[config.mk]
export PLATFORM = sky130hd
export DESIGN_NAME = boot_loader
export DESIGN_NICKNAME = d
export VERILOG_FILES = /design/src/rtl/boot_pkg.sv /design/src/rtl/boot_datapath.sv /design/src/rtl/boot_control.sv /design/src/rtl/boot_loader.sv
export SDC_FILE = /design/constraint.sdc
export NUM_CORES = 1
export LEC_CHECK = 0
export BUFFER_PORTS_ARGS = -buffer_cell sky130_fd_sc_hd__buf_2
export CORE_MARGIN = 5
export CORE_UTILIZATION = 50
export DETAILED_ROUTE_END_ITERATION = 10
export PLACE_DENSITY = 0.72
export SETUP_SLACK_MARGIN = 0.15
export SLEW_MARGIN = 20
export SYNTH_ARGS = -nofsm -noshare
export SYNTH_HDL_FRONTEND = slang
export SYNTH_SLANG_ARGS = --single-unit
[constraint.sdc]
create_clock -name clk -period 2.24 [get_ports clk]
set_input_delay 0.448 -clock clk [delete_from_list [all_inputs] [get_ports clk]]
set_output_delay 0.448 -clock clk [all_outputs]
set_load 0.03 [all_outputs]
[src/rtl/boot_pkg.sv]
package boot_pkg;

  // strobes from control to datapath
  typedef struct packed {
    logic acceptEn;   // stream may be consumed this cycle
    logic takeLen;    // completed word is the length
    logic takeWord;   // completed word is an image word
    logic fireLaunch; // issue the launch request
  } bootCtl_t;

  typedef enum logic [1:0] {
    ST_LEN   = 2'd0,
    ST_LOAD  = 2'd1,
    ST_FLUSH = 2'd2,
    ST_HALT  = 2'd3
  } bootState_t;

endpackage

[src/rtl/boot_datapath.sv]
module boot_datapath
  import boot_pkg::*;
#(
  parameter int WORD_BYTES = 6,
  parameter bit BYTE_MODE  = 1'b1,
  parameter int IN_W       = 8,
  parameter int ADDR_W     = 14,
  parameter int BASE_W     = 18,
  parameter int SIZE_W     = 6,
  parameter int LEN_W      = 15
) (
  input  logic                      clk,
  input  logic                      rst,
  input  bootCtl_t                  ctl,
  input  logic                      preValid,
  input  logic [IN_W-1:0]           preData,
  output logic                      wordFire,
  output logic                      lenZero,
  output logic                      lastWord,
  output logic                      memWe,
  output logic [ADDR_W-1:0]         memAddr,
  output logic [8*WORD_BYTES-1:0]   memData,
  output logic                      launchReq,
  output logic [BASE_W-1:0]         launchBase,
  output logic [SIZE_W-1:0]         launchSize,
  output logic                      launched
);

  localparam int WORD_W = 8 * WORD_BYTES;

  logic              accept;
  logic [WORD_W-1:0] wordVal;
  logic [LEN_W-1:0]  lenLeft;
  logic [ADDR_W-1:0] addrCnt;
  logic              firstPending;

  assign accept = preValid & ctl.acceptEn;

  generate
    if (BYTE_MODE) begin : g_bytes
      localparam int SH_W  = WORD_W - 8;
      localparam int IDX_W = $clog2(WORD_BYTES);
      logic [SH_W-1:0]  shReg;
      logic [IDX_W-1:0] byteIdx;
      logic             lastByte;

      assign lastByte = (byteIdx == IDX_W'(WORD_BYTES - 1));
      assign wordFire = accept & lastByte;
      assign wordVal  = {shReg, preData};

      always_ff @(posedge clk) begin
        if (rst) begin
          shReg   <= '0;
          byteIdx <= '0;
        end else if (accept) begin
          shReg   <= SH_W'({shReg, preData});
          byteIdx <= lastByte ? '0 : byteIdx + 1'b1;
        end
      end
    end else begin : g_words
      assign wordFire = accept;
      assign wordVal  = preData;
    end
  endgenerate

  assign lenZero  = (wordVal[LEN_W-1:0] == '0);
  assign lastWord = (lenLeft == LEN_W'(1));

  always_ff @(posedge clk) begin
    if (rst) begin
      lenLeft      <= '0;
      addrCnt      <= '0;
      firstPending <= 1'b1;
      memWe        <= 1'b0;
      memAddr      <= '0;
      memData      <= '0;
      launchBase   <= '0;
      launchSize   <= '0;
      launchReq    <= 1'b0;
      launched     <= 1'b0;
    end else begin
      memWe     <= 1'b0;
      launchReq <= 1'b0;
      if (ctl.takeLen) begin
        lenLeft <= wordVal[LEN_W-1:0];
      end
      if (ctl.takeWord) begin
        memWe   <= 1'b1;
        memAddr <= addrCnt;
        memData <= wordVal;
        addrCnt <= addrCnt + 1'b1;
        lenLeft <= lenLeft - 1'b1;
        if (firstPending) begin
          firstPending <= 1'b0;
          launchBase   <= wordVal[SIZE_W +: BASE_W];
          launchSize   <= wordVal[SIZE_W-1:0];
        end
      end
      if (ctl.fireLaunch) begin
        launchReq <= 1'b1;
        launched  <= 1'b1;
      end
    end
  end

endmodule

[src/rtl/boot_control.sv]
module boot_control
  import boot_pkg::*;
(
  input  logic     clk,
  input  logic     rst,
  input  logic     wordFire,
  input  logic     lenZero,
  input  logic     lastWord,
  output bootCtl_t ctl
);

  bootState_t state, stateNext;

  always_comb begin
    ctl            = '0;
    stateNext      = state;
    ctl.acceptEn   = (state == ST_LEN) || (state == ST_LOAD);
    ctl.takeLen    = (state == ST_LEN) && wordFire;
    ctl.takeWord   = (state == ST_LOAD) && wordFire;
    ctl.fireLaunch = (state == ST_FLUSH);
    unique case (state)
      ST_LEN:   if (wordFire) stateNext = lenZero ? ST_HALT : ST_LOAD;
      ST_LOAD:  if (wordFire && lastWord) stateNext = ST_FLUSH;
      ST_FLUSH: stateNext = ST_HALT;
      default:  stateNext = ST_HALT;
    endcase
  end

  always_ff @(posedge clk) begin
    if (rst) state <= ST_LEN;
    else     state <= stateNext;
  end

endmodule

[src/rtl/boot_loader.sv]
module boot_loader
  import boot_pkg::*;
#(
  parameter int WORD_BYTES = 6,
  parameter bit BYTE_MODE  = 1'b1,
  parameter int IN_W       = BYTE_MODE ? 8 : 8 * WORD_BYTES,
  parameter int ADDR_W     = 14,
  parameter int BASE_W     = 18,
  parameter int SIZE_W     = 6
) (
  input  logic                    clk,
  input  logic                    rst,
  input  logic                    preValid,
  output logic                    preReady,
  input  logic [IN_W-1:0]         preData,
  output logic                    memWe,
  output logic [ADDR_W-1:0]       memAddr,
  output logic [8*WORD_BYTES-1:0] memData,
  output logic                    launchReq,
  output logic [BASE_W-1:0]       launchBase,
  output logic [SIZE_W-1:0]       launchSize,
  output logic                    launched
);

  localparam int LEN_W = ADDR_W + 1;

  bootCtl_t ctl;
  logic     wordFire, lenZero, lastWord;

  assign preReady = ctl.acceptEn;

  boot_control u_ctrl (
    .clk      (clk),
    .rst      (rst),
    .wordFire (wordFire),
    .lenZero  (lenZero),
    .lastWord (lastWord),
    .ctl      (ctl)
  );

  boot_datapath #(
    .WORD_BYTES (WORD_BYTES),
    .BYTE_MODE  (BYTE_MODE),
    .IN_W       (IN_W),
    .ADDR_W     (ADDR_W),
    .BASE_W     (BASE_W),
    .SIZE_W     (SIZE_W),
    .LEN_W      (LEN_W)
  ) u_dp (
    .clk        (clk),
    .rst        (rst),
    .ctl        (ctl),
    .preValid   (preValid),
    .preData    (preData),
    .wordFire   (wordFire),
    .lenZero    (lenZero),
    .lastWord   (lastWord),
    .memWe      (memWe),
    .memAddr    (memAddr),
    .memData    (memData),
    .launchReq  (launchReq),
    .launchBase (launchBase),
    .launchSize (launchSize),
    .launched   (launched)
  );

endmodule

# == Word-level counts from Yosys, hierarchy flattened ==
# Index checks and enable logic that the tools add are counted.
# word_totals
memories,0
ram_bits,0
input_bits,11
latch_bits,0
output_inout_bits,90
rom_bits,0
regBits,164
# classes
div_mod_pow,0
mux,9
n_eq_ne,6
n_mul,0
magnitude_cmp,0
add_sub_neg,3
n_shift,0
reduce_logical,9
n_bitwise,2
# ops
cell,count
two-way mux 15 bit,2
== test 15 x 1 -> 1 bit (second input constant),1
zero test 15 bit,1
subtractor 15 x 1 -> 15 bit (second input constant),1
adder 14 x 1 -> 14 bit (second input constant),1
two-way mux 2 bit,3
one-hot mux 2 bit (2 select lines),1
AND reduction 2 bit,2
adder 3 x 1 -> 3 bit (second input constant),1
== test 3 bit (second input constant),1
logical AND 1 bit,3
two-way mux 3 bit,1
AND 1 bit,2
== test 2 x 1 -> 1 bit (second input constant),1
== test 2 bit (second input constant),1
zero test 2 bit,1
two-way mux 1 bit,2
inequality test 2 x 1 -> 1 bit (second input constant),1
inequality test 2 bit (second input constant),1
nonzero test 2 bit,1
logical OR 1 bit,1

# == Logic depth before layout (Yosys ltp) ==
# logic_depth
ltp_word,7
depth_mapped,7

# == Cells and area by module ==
# Synthesis repeated with hierarchy kept, for this count alone.
# unflattened
hier_cells,696
hier_area_um2,6281.0
# modules_own_cells
mod,area_each_um2,seq_area_each_um2,cells_each,instances
boot_datapath,6169.7,3243.1,684,1
boot_control,111.4,40.0,12,1

# == Least setup slack after synthesis ==
# Ideal clock, no wire load.
# synth_timing
path_type,register -> register
startpoint,reg u_dp.lenLeft[0]
endpoint,reg u_dp.lenLeft[14]
t_required_ps,2166
path_stages_with_launch,7
setup_slack_ps,594
setup_time_ps,74
period_less_slack_ps,1646
path_buffers,0
arrival_time_ps,1572
path_cell_list,dfxtp_1 inv_1 ha_1 nor3b_4 nand4_1 or4_1 a31oi_1
# synth_between
elab_chain_len,2
# synth_rtl
element,line,text
start: declaration,boot_datapath.sv:33,logic [LEN_W-1:0] lenLeft;
start signal: assignment,boot_datapath.sv:85,lenLeft <= wordVal[LEN_W-1:0];
start signal: assignment,boot_datapath.sv:92,lenLeft <= lenLeft - 1'b1;
subtractor 15 x 1 -> 15 bit,boot_datapath.sv:92,
two-way mux 15 bit,boot_datapath.sv:87,if (ctl.takeWord) begin
# Every way passes these cells.
# A chain may end at the register's enable or synchronous reset.

# == Worst setup path in the final report ==
# Same ends and word-level chain as after synthesis.

==> run_results.csv <==
group,metric,value,unit
status,status,"finished clean",
layout,fillers,1171,
hold_path,min_path_cells,3,
global_route,antenna_found_initial,0,
worst_setup_path,r2r_cells,6,
die,rows,41,
layout,final_area,7591,sq um
routing,wl_met1,7.413,mm
clocking,clk_pin_slew,60,ps
clocking,holdBufCountCts,0,
routing,dr_wl_met3,861,um
layout,final_cell_mix,"nand2_1 (268), dfxtp_1 (164), a21oi_1 (148)",
worst_setup_path,reg2reg_from,"u_dp.lenLeft[0]",
power,p_leak,2.893,nW
logic_synthesis,synth_top_area_cell,"dfxtp_1",
logic_synthesis,postSynthAreaPerCell,7.956,sq um
routing,top_layer,"met4",
power,total_power,5.892,mW
timing,finalClockSkew,9.489,ps
timing,hold_ws,326.8,ps
layout,final_nets,900,
global_route,grt_usage,0.2177,
die,dieArea,15230,sq um
timing,maxSlewHeadroom,0.6140,
timing,rsz0062_at_grt,"no",
timing,worst_pin_slew,574.6,ps
die,ios,101,
worst_setup_path,cp.required,2590,ps
timing,fin_ws,334.2,ps
worst_setup_path,r2r_slack,330,ps
global_route,grt_pass1_vias,5057,
timing,setup_viol,0,
clocking,numCtsBuffers,17,
logic_synthesis,synth_top_area_frac,0.5107,
layout,layout-drive-gt1-share,0.1748,
logic_synthesis,yosysUniqueCellTypes,54,
die,die_h,123.4,um
worst_setup_path,endpoint_kind,"flop",
worst_setup_path,crit_arrival,2260,ps
place,dp.cells,1039,
logic_synthesis,ys_warn_count,0,
timing,period_needed,1906,ps
logic_synthesis,synth_top_flop_cell,"dfxtp_1",
logic_synthesis,yosysSeqAreaShare,0.5107,
layout,post-route-util,0.6015,
routing,ant_nets,0,
die,core,12620,sq um
clocking,post-cts-setup-buffers,0,
routing,vias_per_cell,5.349,
logic_synthesis,synth_area_leaders,"dfxtp_1 (51%), nand2_1 (16%), a21oi_1 (12%), clkbuf_1 (1.9%), buf_2 (1.6%)",
logic_synthesis,syn_inst,808,
timing,fin_crit_sh,0.8508,
routing,drt_iter0_drc,572,
place,place_hpwl,10.39,mm
routing,post_drt_wl_per_cell,15.01,um
layout,seq_area,3283,sq um
logic_synthesis,ys_ff_latch,164,
routing,wirelength,16.07,mm
routing,vias,5723,
hold_path,hp-start,"preData[6]",
clocking,tritoncts,"built",
clocking,cts_root_buf,"clkbuf_16",
routing,drc_errors,0,
layout,multi_input_area,2854,sq um
global_route,grt_start_max_net_pins,77,
worst_setup_path,cp_max_fo,9,
logic_synthesis,synth_nets,822,
die,start_util,0.5094,
clocking,clock_path_buffers,2,
clocking,insertion_delay,430,ps
timing,slew_viol_final,0,
clocking,cts_resized,0,
place,dpl-instance-area,7033,sq um
clocking,h-tree-depth,4,
timing,max_freq,524.7,MHz
timing,hold_viol_final,0,
clocking,cts.sinks,164,
logic_synthesis,mappedNetlistArea,6429,sq um
logic_synthesis,ys_async_sr_fraction,0,
routing,drt-pass1-iter-count,5,
layout,stdcell_count,1070,
layout,num_antenna_cells,0,
flow_run,drv_cap,0,
routing,met2WireLength,7.527,mm
timing,setup_tns,0,ps
layout,final_common_cell,"nand2_1",
worst_setup_path,startpoint_type,"flop",
place,place_congestion,0.9523,
global_route,grt_overflow,0,
place,pre_cts_ws,289.5,ps
worst_setup_path,r2r_end,"u_dp.lenLeft[14]",
power,ir_drop,0.4625,mV
logic_synthesis,synth-edff-count,0,
global_route,grt_pass1_wl,25.97,mm
power,p_per_area,776.2,nW/um^2
hold_path,min_path_type,"in2reg",
worst_setup_path,worstSetupPathType,"reg2reg",
place,io_buffers,100,
layout,areaGrowthSynthToFinish,18.08,%
die,die_w,123.4,um
hold_path,whs_endpoint,"u_dp.g_bytes.shReg[6]",
==> final cells by class <==
cell class                 instances  area share
inverter                          10    0.004945
tap                              172     0.02835
clock inverter                     4    0.005934
sequential                       164      0.4325
timing repair buffer             117     0.08472
multi-input combinational        576      0.3760
clock buffer                      27     0.06758
==> how the worst max path moves through the flow <==
stage                    startpoint                to  slack (ps)  cells past startpoint
global placement           preValid  u_dp.addrCnt[11]         300                      5
CTS                 u_dp.lenLeft[0]  u_dp.lenLeft[14]         360                      6
finish              u_dp.lenLeft[0]  u_dp.lenLeft[14]         330                      6
detailed placement         preValid   u_dp.addrCnt[9]         290                      5
global route        u_dp.lenLeft[0]  u_dp.lenLeft[14]         160                      6
floorplan           u_dp.lenLeft[0]  u_dp.lenLeft[14]         590                      6
==> state kept, by name, indices dropped and copies added, names as in the netlist <==
| register | count |
|---|---|
| u_dp.addrCnt | 14 |
| u_dp.launchSize | 6 |
| u_dp.launchReq | 1 |
| u_dp.launchBase | 18 |
| u_dp.launched | 1 |
| u_dp.memAddr | 14 |
| u_dp.memData | 48 |
| u_ctrl.state | 2 |
| u_dp.memWe | 1 |
| u_dp.g_bytes.shReg | 40 |
| u_dp.lenLeft | 15 |
| u_dp.firstPending | 1 |
| u_dp.g_bytes.byteIdx | 3 |
==> routing by layer <==
layer  up-vias  GRT usage
met5         -          0
met4         0    0.07612
met3        28    0.05947
met2       149     0.3337
met1      2655     0.2961
li1       2891          -
==> kinds of logic after synthesis <==
| kind of cell | after synthesis | synth area share |
|---|---|---|
| fa+ha+maj | 3 | 0.005839 |
| simple gates | 373 | 0.2631 |
| compound gates | 192 | 0.1619 |
| buf+inv | 68 | 0.04729 |
| xor+xnor | 7 | 0.009537 |
| mux | 1 | 0.001557 |
| flops | 164 | 0.5107 |
==> where the power goes <==
part | internal [mW] | switching, mW
combinational | 0.0436 | 0.118
sequential | 2.94 | 0.0306
clock | 1.67 | 1.10
total | 4.65 | 1.25
==> cells in the mapped netlist (7+ instances only) <==
| cell type | number |
|---|---|
| nor3_1 | 11 |
| o21ai_0 | 14 |
| or4_1 | 7 |
| nand3_1 | 13 |
| nor4_1 | 8 |
| nand2_1 | 269 |
| nor2_1 | 18 |
| buf_2 | 21 |
| a21oi_1 | 148 |
| dfxtp_1 | 164 |
| nand4_1 | 10 |
| clkbuf_1 | 33 |
| inv_1 | 9 |
==> worst max-delay path, cell delays in order, from the launching register on <==
cell	delay (ps)
dfxtp_1	380
inv_1	90
ha_1	190
nor3b_4	380
nand4_1	170
or4_1	440
a31oi_1	180
Note: power is estimated with default switching activity, not from simulation.
